--- config.mk ---
export PLATFORM = sky130hd
export DESIGN_NAME = i2c_flag_master
export DESIGN_NICKNAME = d
export VERILOG_FILES = /design/src/rtl/i2c_fm_pkg.sv /design/src/rtl/i2c_fm_tick.sv /design/src/rtl/i2c_fm_seq.sv /design/src/rtl/i2c_fm_regs.sv /design/src/rtl/i2c_flag_master.sv
export SDC_FILE = /design/constraint.sdc
export NUM_CORES = 1
export LEC_CHECK = 0
export BUFFER_PORTS_ARGS = -buffer_cell sky130_fd_sc_hd__buf_2
export CELL_PAD_IN_SITES_DETAIL_PLACEMENT = 0
export CELL_PAD_IN_SITES_GLOBAL_PLACEMENT = 2
export CORE_MARGIN = 5
export CORE_UTILIZATION = 36
export CTS_CLUSTER_DIAMETER = 100
export DETAILED_ROUTE_END_ITERATION = 7
export MAX_ROUTING_LAYER = met4
export PLACE_DENSITY = 0.78
export SETUP_SLACK_MARGIN = 0.02
export SYNTH_ARGS = -nofsm -noshare
export SYNTH_HDL_FRONTEND = slang
export SYNTH_SLANG_ARGS = --single-unit
export TNS_END_PERCENT = 10
--- constraint.sdc ---
create_clock -name clk_i -period 1.8 [get_ports clk_i]
set_input_delay 0.36 -clock clk_i [delete_from_list [all_inputs] [get_ports clk_i]]
set_output_delay 0.36 -clock clk_i [all_outputs]
set_load 0.01 [all_outputs]
--- src/rtl/i2c_fm_pkg.sv ---
package i2c_fm_pkg;
  typedef enum logic [1:0] {CMD_TX, CMD_RX, CMD_START, CMD_STOP} cmd_e;
  typedef enum logic [2:0] {ST_IDLE, ST_HOLD, ST_START, ST_BYTE, ST_STOP} seq_state_e;

  localparam logic [7:0] SC_START   = 8'h08;
  localparam logic [7:0] SC_AW_ACK  = 8'h18;
  localparam logic [7:0] SC_AW_NACK = 8'h20;
  localparam logic [7:0] SC_DW_ACK  = 8'h28;
  localparam logic [7:0] SC_DW_NACK = 8'h30;
  localparam logic [7:0] SC_RX_ACK  = 8'h50;
  localparam logic [7:0] SC_RX_NACK = 8'h58;
  localparam logic [7:0] SC_IDLE    = 8'hF8;

  localparam int CB_FLAG = 7;
  localparam int CB_ACK  = 6;
  localparam int CB_STA  = 5;
  localparam int CB_STO  = 4;
  localparam int CB_WCOL = 3;
  localparam int CB_EN   = 2;
  localparam int CB_RX   = 1;

  localparam logic [1:0] RA_CTRL  = 2'd0;
  localparam logic [1:0] RA_DATA  = 2'd1;
  localparam logic [1:0] RA_STAT  = 2'd2;
  localparam logic [1:0] RA_PRESC = 2'd3;
endpackage

--- src/rtl/i2c_fm_tick.sv ---
module i2c_fm_tick #(
  parameter int PW = 8
) (
  input  logic          clk_i,
  input  logic          rst_ni,
  input  logic          run_i,
  input  logic [PW-1:0] presc_i,
  output logic          tick_o
);
  logic [PW-1:0] cnt_q;

  assign tick_o = run_i && (cnt_q == presc_i);

  always_ff @(posedge clk_i or negedge rst_ni) begin
    if (!rst_ni)                cnt_q <= '0;
    else if (!run_i || tick_o)  cnt_q <= '0;
    else                        cnt_q <= cnt_q + 1'b1;
  end
endmodule

--- src/rtl/i2c_fm_seq.sv ---
module i2c_fm_seq
  import i2c_fm_pkg::*;
(
  input  logic       clk_i,
  input  logic       rst_ni,
  input  logic       en_i,
  input  logic       go_i,
  input  cmd_e       cmd_i,
  input  logic       ack_en_i,
  input  logic [7:0] tx_byte_i,
  input  logic       tick_i,
  input  logic       sda_i,
  output logic       busy_o,
  output logic       done_o,
  output logic       rx_load_o,
  output logic [7:0] status_o,
  output logic [7:0] rx_byte_o,
  output logic       scl_oe_o,
  output logic       sda_oe_o
);
  localparam int BITS = 9;
  localparam int BW   = $clog2(BITS + 1);

  seq_state_e    state_q;
  logic [1:0]    qph_q;
  logic [BW-1:0] bitn_q;
  logic [7:0]    sh_q, status_q;
  logic          is_rx_q, ack_q, from_hold_q, addr_ph_q, samp_q, hold_sda_q;
  logic          done_q, stop_done_q;
  logic          last_bit;

  assign last_bit  = (bitn_q == BW'(BITS - 1));
  assign busy_o    = (state_q == ST_START) || (state_q == ST_BYTE) || (state_q == ST_STOP);
  assign done_o    = done_q;
  assign rx_load_o = done_q && is_rx_q;
  assign status_o  = status_q;
  assign rx_byte_o = sh_q;

  always_comb begin
    scl_oe_o = 1'b0;
    sda_oe_o = 1'b0;
    case (state_q)
      ST_HOLD:  begin scl_oe_o = 1'b1; sda_oe_o = hold_sda_q; end
      ST_START: begin scl_oe_o = (qph_q == 2'd0) && from_hold_q; sda_oe_o = qph_q[1]; end
      ST_BYTE:  begin
        scl_oe_o = !qph_q[1];
        sda_oe_o = last_bit ? (is_rx_q && ack_q) : (!is_rx_q && !sh_q[7]);
      end
      ST_STOP:  begin scl_oe_o = (qph_q == 2'd0); sda_oe_o = (qph_q != 2'd3); end
      default: ;
    endcase
  end

  always_ff @(posedge clk_i or negedge rst_ni) begin
    if (!rst_ni) begin
      state_q <= ST_IDLE; qph_q <= '0; bitn_q <= '0; sh_q <= '0; status_q <= SC_IDLE;
      is_rx_q <= 1'b0; ack_q <= 1'b0; from_hold_q <= 1'b0; addr_ph_q <= 1'b0;
      samp_q <= 1'b1; hold_sda_q <= 1'b0; done_q <= 1'b0; stop_done_q <= 1'b0;
    end else if (!en_i) begin
      state_q <= ST_IDLE; qph_q <= '0; bitn_q <= '0; status_q <= SC_IDLE;
      addr_ph_q <= 1'b0; hold_sda_q <= 1'b0; done_q <= 1'b0; stop_done_q <= 1'b0;
    end else begin
      done_q      <= 1'b0;
      stop_done_q <= 1'b0;
      if (go_i && !busy_o) begin
        case (cmd_i)
          CMD_START: state_q <= ST_START;
          CMD_STOP:  state_q <= ST_STOP;
          default:   state_q <= ST_BYTE;
        endcase
        qph_q       <= '0;
        bitn_q      <= '0;
        from_hold_q <= (state_q == ST_HOLD);
        is_rx_q     <= (cmd_i == CMD_RX);
        ack_q       <= ack_en_i;
        sh_q        <= tx_byte_i;
      end else if (tick_i && busy_o) begin
        qph_q <= qph_q + 2'd1;
        if (qph_q == 2'd2) samp_q <= sda_i;  // mid-high sample
        if (qph_q == 2'd3) begin
          case (state_q)
            ST_START: begin
              state_q <= ST_HOLD; done_q <= 1'b1; status_q <= SC_START;
              addr_ph_q <= 1'b1; hold_sda_q <= 1'b1;
            end
            ST_STOP: begin
              state_q <= ST_IDLE; stop_done_q <= 1'b1; status_q <= SC_IDLE;
              addr_ph_q <= 1'b0;
            end
            default: begin
              if (last_bit) begin
                state_q    <= ST_HOLD;
                done_q     <= 1'b1;
                hold_sda_q <= is_rx_q && ack_q;
                if (is_rx_q)        status_q <= ack_q  ? SC_RX_ACK  : SC_RX_NACK;
                else if (addr_ph_q) status_q <= samp_q ? SC_AW_NACK : SC_AW_ACK;
                else                status_q <= samp_q ? SC_DW_NACK : SC_DW_ACK;
                if (!is_rx_q) addr_ph_q <= 1'b0;
              end else begin
                sh_q   <= {sh_q[6:0], samp_q};
                bitn_q <= bitn_q + 1'b1;
              end
            end
          endcase
        end
      end
    end
  end


  sda_stable_chk: assert property (@(posedge clk_i) disable iff (!rst_ni)
    (state_q == ST_BYTE && $past(state_q) == ST_BYTE && !scl_oe_o && !$past(scl_oe_o))
      |-> $stable(sda_oe_o));


  stop_idle_chk: assert property (@(posedge clk_i) disable iff (!rst_ni)
    stop_done_q |-> (!scl_oe_o && !sda_oe_o && status_q == SC_IDLE && !done_q));
endmodule

--- src/rtl/i2c_fm_regs.sv ---
module i2c_fm_regs
  import i2c_fm_pkg::*;
#(
  parameter int            PW        = 8,
  parameter logic [PW-1:0] PRESC_RST = '0
) (
  input  logic          clk_i,
  input  logic          rst_ni,
  input  logic          we_i,
  input  logic [1:0]    addr_i,
  input  logic [7:0]    wdata_i,
  input  logic          busy_i,
  input  logic          done_i,
  input  logic          rx_load_i,
  input  logic [7:0]    rx_byte_i,
  input  logic [7:0]    status_i,
  output logic [7:0]    rdata_o,
  output logic          go_o,
  output cmd_e          cmd_o,
  output logic          ack_en_o,
  output logic          en_o,
  output logic [7:0]    tx_byte_o,
  output logic [PW-1:0] presc_o,
  output logic          flag_o
);
  logic          flag_q, ack_q, sta_q, sto_q, wcol_q, en_q, rx_q;
  logic [7:0]    data_q, presc_rd;
  logic [PW-1:0] presc_q;
  logic          ctrl_wr, data_wr;

  assign ctrl_wr = we_i && (addr_i == RA_CTRL);
  assign data_wr = we_i && (addr_i == RA_DATA);
  assign go_o    = ctrl_wr && wdata_i[CB_FLAG] && wdata_i[CB_EN] && en_q && !busy_i;
  assign cmd_o   = wdata_i[CB_STA] ? CMD_START :
                   wdata_i[CB_STO] ? CMD_STOP  :
                   wdata_i[CB_RX]  ? CMD_RX    : CMD_TX;
  assign ack_en_o  = wdata_i[CB_ACK];
  assign en_o      = en_q;
  assign tx_byte_o = data_q;
  assign presc_o   = presc_q;
  assign flag_o    = flag_q;

  always_comb begin
    presc_rd = '0;
    presc_rd[PW-1:0] = presc_q;
    case (addr_i)
      RA_CTRL:  rdata_o = {flag_q, ack_q, sta_q, sto_q, wcol_q, en_q, rx_q, 1'b0};
      RA_DATA:  rdata_o = data_q;
      RA_STAT:  rdata_o = status_i;
      default:  rdata_o = presc_rd;
    endcase
  end

  always_ff @(posedge clk_i or negedge rst_ni) begin
    if (!rst_ni) begin
      flag_q <= 1'b0; ack_q <= 1'b0; sta_q <= 1'b0; sto_q <= 1'b0;
      en_q <= 1'b0; rx_q <= 1'b0; wcol_q <= 1'b0; data_q <= '0; presc_q <= PRESC_RST;
    end else begin
      if (ctrl_wr) begin
        ack_q <= wdata_i[CB_ACK]; sta_q <= wdata_i[CB_STA]; sto_q <= wdata_i[CB_STO];
        en_q  <= wdata_i[CB_EN];  rx_q  <= wdata_i[CB_RX];
      end
      // write-one clears; zero leaves the flag alone
      if (ctrl_wr && (!wdata_i[CB_EN] || wdata_i[CB_FLAG])) flag_q <= 1'b0;
      else if (done_i)                                      flag_q <= 1'b1;

      if (data_wr) begin
        if (busy_i) wcol_q <= 1'b1;
        else begin data_q <= wdata_i; wcol_q <= 1'b0; end
      end else if (rx_load_i) begin
        data_q <= rx_byte_i;
      end

      if (we_i && addr_i == RA_PRESC) presc_q <= wdata_i[PW-1:0];
    end
  end


  flag_keep_chk: assert property (@(posedge clk_i) disable iff (!rst_ni)
    (flag_q && !(ctrl_wr && (wdata_i[CB_FLAG] || !wdata_i[CB_EN]))) |=> flag_q);


  wcol_chk: assert property (@(posedge clk_i) disable iff (!rst_ni)
    (data_wr && busy_i) |=> ($stable(data_q) && wcol_q));
endmodule

--- src/rtl/i2c_flag_master.sv ---
module i2c_flag_master
  import i2c_fm_pkg::*;
#(
  parameter int            PRESC_W   = 8,
  parameter logic [PRESC_W-1:0] PRESC_RST = PRESC_W'(1)
) (
  input  logic       clk_i,
  input  logic       rst_ni,
  input  logic       reg_we_i,
  input  logic [1:0] reg_addr_i,
  input  logic [7:0] reg_wdata_i,
  output logic [7:0] reg_rdata_o,
  input  logic       sda_i,
  output logic       scl_oe_o,
  output logic       sda_oe_o
);
  logic               busy, done, rx_load, go, ack_en, en, flag, tick;
  cmd_e               cmd;
  logic [7:0]         status, rx_byte, tx_byte;
  logic [PRESC_W-1:0] presc;

  i2c_fm_regs #(.PW(PRESC_W), .PRESC_RST(PRESC_RST)) u_regs (
    .clk_i, .rst_ni, .we_i(reg_we_i), .addr_i(reg_addr_i), .wdata_i(reg_wdata_i),
    .busy_i(busy), .done_i(done), .rx_load_i(rx_load), .rx_byte_i(rx_byte),
    .status_i(status), .rdata_o(reg_rdata_o), .go_o(go), .cmd_o(cmd),
    .ack_en_o(ack_en), .en_o(en), .tx_byte_o(tx_byte), .presc_o(presc), .flag_o(flag)
  );

  i2c_fm_tick #(.PW(PRESC_W)) u_tick (
    .clk_i, .rst_ni, .run_i(busy), .presc_i(presc), .tick_o(tick)
  );

  i2c_fm_seq u_seq (
    .clk_i, .rst_ni, .en_i(en), .go_i(go), .cmd_i(cmd), .ack_en_i(ack_en),
    .tx_byte_i(tx_byte), .tick_i(tick), .sda_i, .busy_o(busy), .done_o(done),
    .rx_load_o(rx_load), .status_o(status), .rx_byte_o(rx_byte),
    .scl_oe_o, .sda_oe_o
  );


  flag_scl_chk: assert property (@(posedge clk_i) disable iff (!rst_ni)
    flag |-> scl_oe_o);


  en_off_chk: assert property (@(posedge clk_i) disable iff (!rst_ni)
    !en |=> (!scl_oe_o && !sda_oe_o));
endmodule

# Word level (Yosys, flattened, before mapping)
# Index checks and enable logic that the tools add are counted.
# classes
mux,65
addsub,3
bitwise,1
eq_ne,30
n_reduce_logical,40
# op_table
cell,count
two-way mux 8 bit,16
two-way mux 4 bit,7
case mux 8 bit (3 select lines),1
two-way mux 1 bit,21
case mux 8 bit (2 select lines),1
logical AND 1 bit,15
two-way mux 3 bit,5
AND reduction 5 bit,3
"== test 2 bit, second input constant",6
case mux 3 bit (2 select lines),2
AND reduction 4 bit,3
two-way mux 2 bit,5
"!= test 2 bit, second input constant",5
"!= test 3 x 1 -> 1 bit, second input constant",3
"adder 8 x 1 -> 8 bit, second input constant",1
== test 8 bit,1
case mux 1 bit (4 select lines),2
nonzero test 2 bit,4
"== test 3 x 2 -> 1 bit, second input constant",2
two-way mux 6 bit,1
"!= test 2 x 1 -> 1 bit, second input constant",3
case mux 1 bit (2 select lines),3
zero test 1 bit,5
two-way mux 5 bit,1
other kinds (17),23
# word_totals
word_cells,161
input_bits,14
reg_bits,63

# Longest topological paths before layout
# depth
word_depth,9
ltp_mapped,8
ltp_nobuf,7

# Cells and area by module
# From an unflattened synthesis, not the netlist that was laid out.
# hier_totals
hier_cells,363
area_unflattened_um2,3802.4
# modules_own_cells
mod,n_inst,area_per_inst_um2,seq_area_each_um2,cells_per_inst
i2c_fm_seq,1,2097.0,733.2,234
i2c_fm_regs,1,1204.9,576.8,83
i2c_fm_tick,1,500.5,200.2,46

# Least setup slack after synthesis
# OpenSTA, ideal clock, no wires.
# synth_path
kind,reg2reg
start,register u_tick.cnt_q[2]
end,register u_seq.bitn_q[2]
stages_incl_launch_ff,6
slack_ns,-0.030
period_less_slack_ns,1.830
setup_ns,0.077
path_buffers,0
arrival_time_ns,1.752
cell_sequence,dfrtp_1 -> xor2_1 -> nor4_4 -> nand4_2 -> or4_1 -> a21oi_1
# synth_between
elab_chain_len,5
# synth_rtl
element,line_no,text
from (decl),i2c_fm_tick.sv:10,logic [PW-1:0] cnt_q;
from (signal assigned),i2c_fm_tick.sv:17,else cnt_q <= cnt_q + 1'b1;
== test 8 bit,i2c_fm_tick.sv:12,assign tick_o = run_i && (cnt_q == presc_i);
logical AND 1 bit,i2c_fm_tick.sv:12,
logical AND 1 bit,i2c_fm_seq.sv:77,end else if (tick_i && busy_o) begin
!= test 3 x 1 -> 1 bit (no source line),n/a,
AND reduction 4 bit (no source line),n/a,
to (signal assigned),i2c_fm_seq.sv:101,bitn_q <= bitn_q + 1'b1;
to (decl),i2c_fm_seq.sv:26,logic [BW-1:0] bitn_q;
# Every way passes these cells.
# A chain may end at the register's enable or synchronous reset.

# Worst setup path in the final report
# layout_path
start,register u_seq.bitn_q[0]
end,output port sda_oe_o
# layout_between
elab_chain_len,3
# layout_rtl
element,line_no,text
== test 4 bit,i2c_fm_seq.sv:32,assign last_bit = (bitn_q == BW'(BITS - 1));
two-way mux 1 bit,i2c_fm_seq.sv:47,sda_oe_o = last_bit ? (is_rx_q && ack_q) : (!is_rx_q && !sh_q[7]);
case mux 1 bit (4 select lines),i2c_fm_seq.sv:42,case (state_q)
to (decl),i2c_flag_master.sv:15,output logic sda_oe_o
# Every way passes these cells.

==> results.sh <==
export IMPL_core_area_sq_um=9200
export IMPL_startpoint_type="flop"
export IMPL_cts_tree="yes"
export IMPL_port_buffers=23
export IMPL_wl_per_cell_um=17.7
export IMPL_critical_path_endpoint_type="output port"
export IMPL_status="complete, but fails checks"
export IMPL_ys_warn_count=0
export IMPL_nets=417
export IMPL_cts_buffers=9
export IMPL_muxShareOfSynthArea_pct=17.2
export IMPL_gp_congestion=0.829
export IMPL_yosys_area_share_simple_pct=17.8
export IMPL_antenna_left=0
export IMPL_setup_ws_ps=-325
export IMPL_setup_violations=34
export IMPL_clockRootBuffer="clkbuf_8"
export IMPL_grt_max_degree=61
export IMPL_grt_setup_unrepaired="true"
export IMPL_cellPowerDensity_nw_per_um2=755
export IMPL_cp_arrival_ps=1770
export IMPL_drt_pre_antenna_iters=4
export IMPL_syn_inst=319
export IMPL_max_slew_margin_pct=57.8
export IMPL_tns_ps=-3420
export IMPL_synth_cell_types=51
export IMPL_cts_sinks=60
export IMPL_hold_ws_ps=-0.628
export IMPL_worstMarginPinSlew_ps=631
export IMPL_clockBufferDepth=2
export IMPL_viasPerCell=5.31
export IMPL_grt_pass1_vias=2698
export IMPL_grtUsageTotal_pct=17.6
export IMPL_via_count=2719
export IMPL_synth_commonest_cells="dfrtp_1, mux2_2, nor2_1"
export IMPL_first_iter_violations=134
export IMPL_cp_data_required_time_ps=1440
export IMPL_fill_cells=872
export IMPL_ys_ff_latch=60
export IMPL_synth_edf_count=0
export IMPL_drv_cap=0
export IMPL_synthAdderAreaFrac_pct=2.59
export IMPL_hold_path_class="in -> async"
export IMPL_gr_total_overflow=0
export IMPL_drive_gt1_share_pct=44.6
export IMPL_clk_latency_ps=340
export IMPL_die_x_um=107
export IMPL_rows=35
export IMPL_violations="negative hold slack, negative setup slack"
export IMPL_synth_xor_area_share_pct=3.88
export IMPL_cts_clk_slew_worst_paths_ps=80
export IMPL_die_height_um=107
export IMPL_pin_count=24
export IMPL_start_util_pct=36.8
export IMPL_synth_top_family_by_area="simple AND/OR/NAND/NOR gates"
export IMPL_drc=0
export IMPL_synth_largest_area_cell="dfrtp_1"
export IMPL_p_leak_nw=2.02
export IMPL_hold_viol_final=2
export IMPL_seq_area_frac_synth_pct=44.6
export IMPL_antenna_found_initial=0
export IMPL_critPathKind="reg -> out"
export IMPL_synthFlopType="dfrtp_1"
export IMPL_syn_area_per_cell_sq_um=10.6
export IMPL_ir_drop_mv=0.494
export IMPL_final_min_clock_period_ps=2130
export IMPL_reg2reg_depth=5
export IMPL_post_dp_hpwl_mm=6.73
export IMPL_fin_crit_sh_pct=118
export IMPL_synth_most_common_cell="dfrtp_1"
export IMPL_syn_to_final_growth_pct=29.6
export IMPL_antenna_cells=0
export IMPL_crit_fanout=2
export IMPL_htree_levels=3
export IMPL_worst_clock_skew_ps=11.4
export IMPL_dieArea_sq_um=11400
export IMPL_fin_total_pwr_mw=3.31
export IMPL_finalWirelength_mm=9.08
export IMPL_synth_async_sr_flop_share_pct=100
export IMPL_netlist_area_sq_um=3390
export IMPL_syn_nets=340
export IMPL_place_ws_ps=-172
export IMPL_fmax_mhz=470
export IMPL_synth_top_area_share_pct=39.2
export IMPL_synth_compound_area_share_pct=10.8
export IMPL_synthTopCellsByArea="dfrtp_1, mux2_2, dfstp_2"
export IMPL_drv_slew=0
export IMPL_grt_pass1_wl_mm=15.0
[cells in the final DEF (no fill, tap or decap), types with 3 or more instances in the layout]
cell type / netlist / layout
dfstp_2: 7 / 7
mux4_2: 5 / 5
a21oi_1: 15 / 11
buf_4: 2 / 47
and3_1: 5 / 5
inv_2: 0 / 4
nor4_4: 2 / 3
o21ai_0: 16 / 12
buf_12: 0 / 3
o211ai_1: 3 / 3
buf_2: 0 / 18
mux2i_1: 12 / 11
a21o_1: 8 / 8
inv_1: 8 / 4
nand2b_1: 5 / 5
and2_1: 3 / 3
ha_1: 7 / 5
nor2b_1: 6 / 5
buf_6: 0 / 11
dfrtp_1: 53 / 51
nor2_1: 30 / 30
nor3_2: 0 / 3
clkbuf_8: 2 / 9
clkinvlp_4: 0 / 3
nand3_1: 11 / 9
nand2_1: 25 / 24
xnor2_1: 4 / 4
a21oi_2: 0 / 4
xor2_1: 11 / 11
mux2_2: 31 / 31
inv_6: 0 / 4
o21ai_1: 0 / 3
[final cells by class]
cell class              instances  area (sq um)  share of cell area (%)
clock inverters                 7          57.6                    1.31
multi-input cells             238          1900                    43.3
inverters                       8          30.0                   0.684
flip-flops and latches         60          1510                    34.5
well taps                     111           139                    3.17
repair buffers                 79           627                    14.3
clock buffers                   9           124                    2.82
[metal layers]
layer,part of all wire (%),vias up,GRT usage [%]
li1,-,1312,-
met1,48,1354,24.8
met2,47,49,26.2
met3,3.8,4,3.37
met4,0.64,0,4.75
met5,0,-,-
[per-stage QoR]
step           area [sq um]  instances  utilization (%)
6_report               4390        512             47.7
5_1_grt                4390        512             47.7
4_1_cts                4310        511             46.9
3_5_place_dp           4000        493             43.5
3_3_place_gp           4000        493             43.5
2_1_floorplan          3390        319                -
[worst paths after layout]
| kind | from | to | slack (ps) |
|---|---|---|---|
| setup / recovery | u_seq.bitn_q[0]$_DFFE_PN0P_ | sda_oe_o | -330 |
| hold / removal | rst_ni | u_regs.presc_o[3]$_DFFE_PN0P_ | -0.6 |
| setup reg to reg | u_regs.presc_o[0]$_DFFE_PN1P_ | u_seq.bitn_q[3]$_DFFE_PN0P_ | -160 |
| hold reg to reg | u_seq.status_o[6]$_DFFE_PN1P_ | u_seq.status_o[6]$_DFFE_PN1P_ | 500 |
| max in group asynchronous | rst_ni | u_seq.samp_q$_DFFE_PN1P_ | 1460 |
| min in group clk_i | sda_i | u_seq.samp_q$_DFFE_PN1P_ | 250 |
[registers in the layout (all words and copies together) (netlist names), 2 cells and up]
| name | flops |
|---|---|
| u_seq.qph_q | 2 |
| u_seq.bitn_q | 4 |
| u_seq.state_q | 3 |
| u_seq.rx_byte_o | 8 |
| u_tick.cnt_q | 8 |
| u_regs.presc_o | 8 |
| u_regs.tx_byte_o | 8 |
| u_seq.status_o | 5 |
[cell families after synthesis]
family / Yosys count
AO/OA/AOI/OAI: 58
buffers and inverters: 21
multiplexers: 48
XOR/XNOR: 15
flip-flops: 60
adder cells (fa/ha/maj): 7
AND/OR/NAND/NOR: 110
[timing repair]
action,in CTS,in global routing
resized for setup,32,17
hold endpoints to repair,0,0
setup buffers,2,1
pin swaps,7,5
hold buffers,0,0
endpoints found under the setup margin,39,41
[where the power goes]
part	total [mW]	switching [mW]	internal [mW]
Sequential	1.56	0.101	1.46
Clock	1.14	0.619	0.518
Combinational	0.621	0.291	0.330
Total	3.31	1.01	2.30
[critical path: stages, from the launching register on]
cell and delay, ps:
dfrtp_1 360, inv_2 60, ha_4 160, and3b_2 210, o31a_1 250, o21ai_1 70
nand3_1 90, o21ai_2 70, buf_2 150
Note: power is estimated with default switching activity, not from simulation.
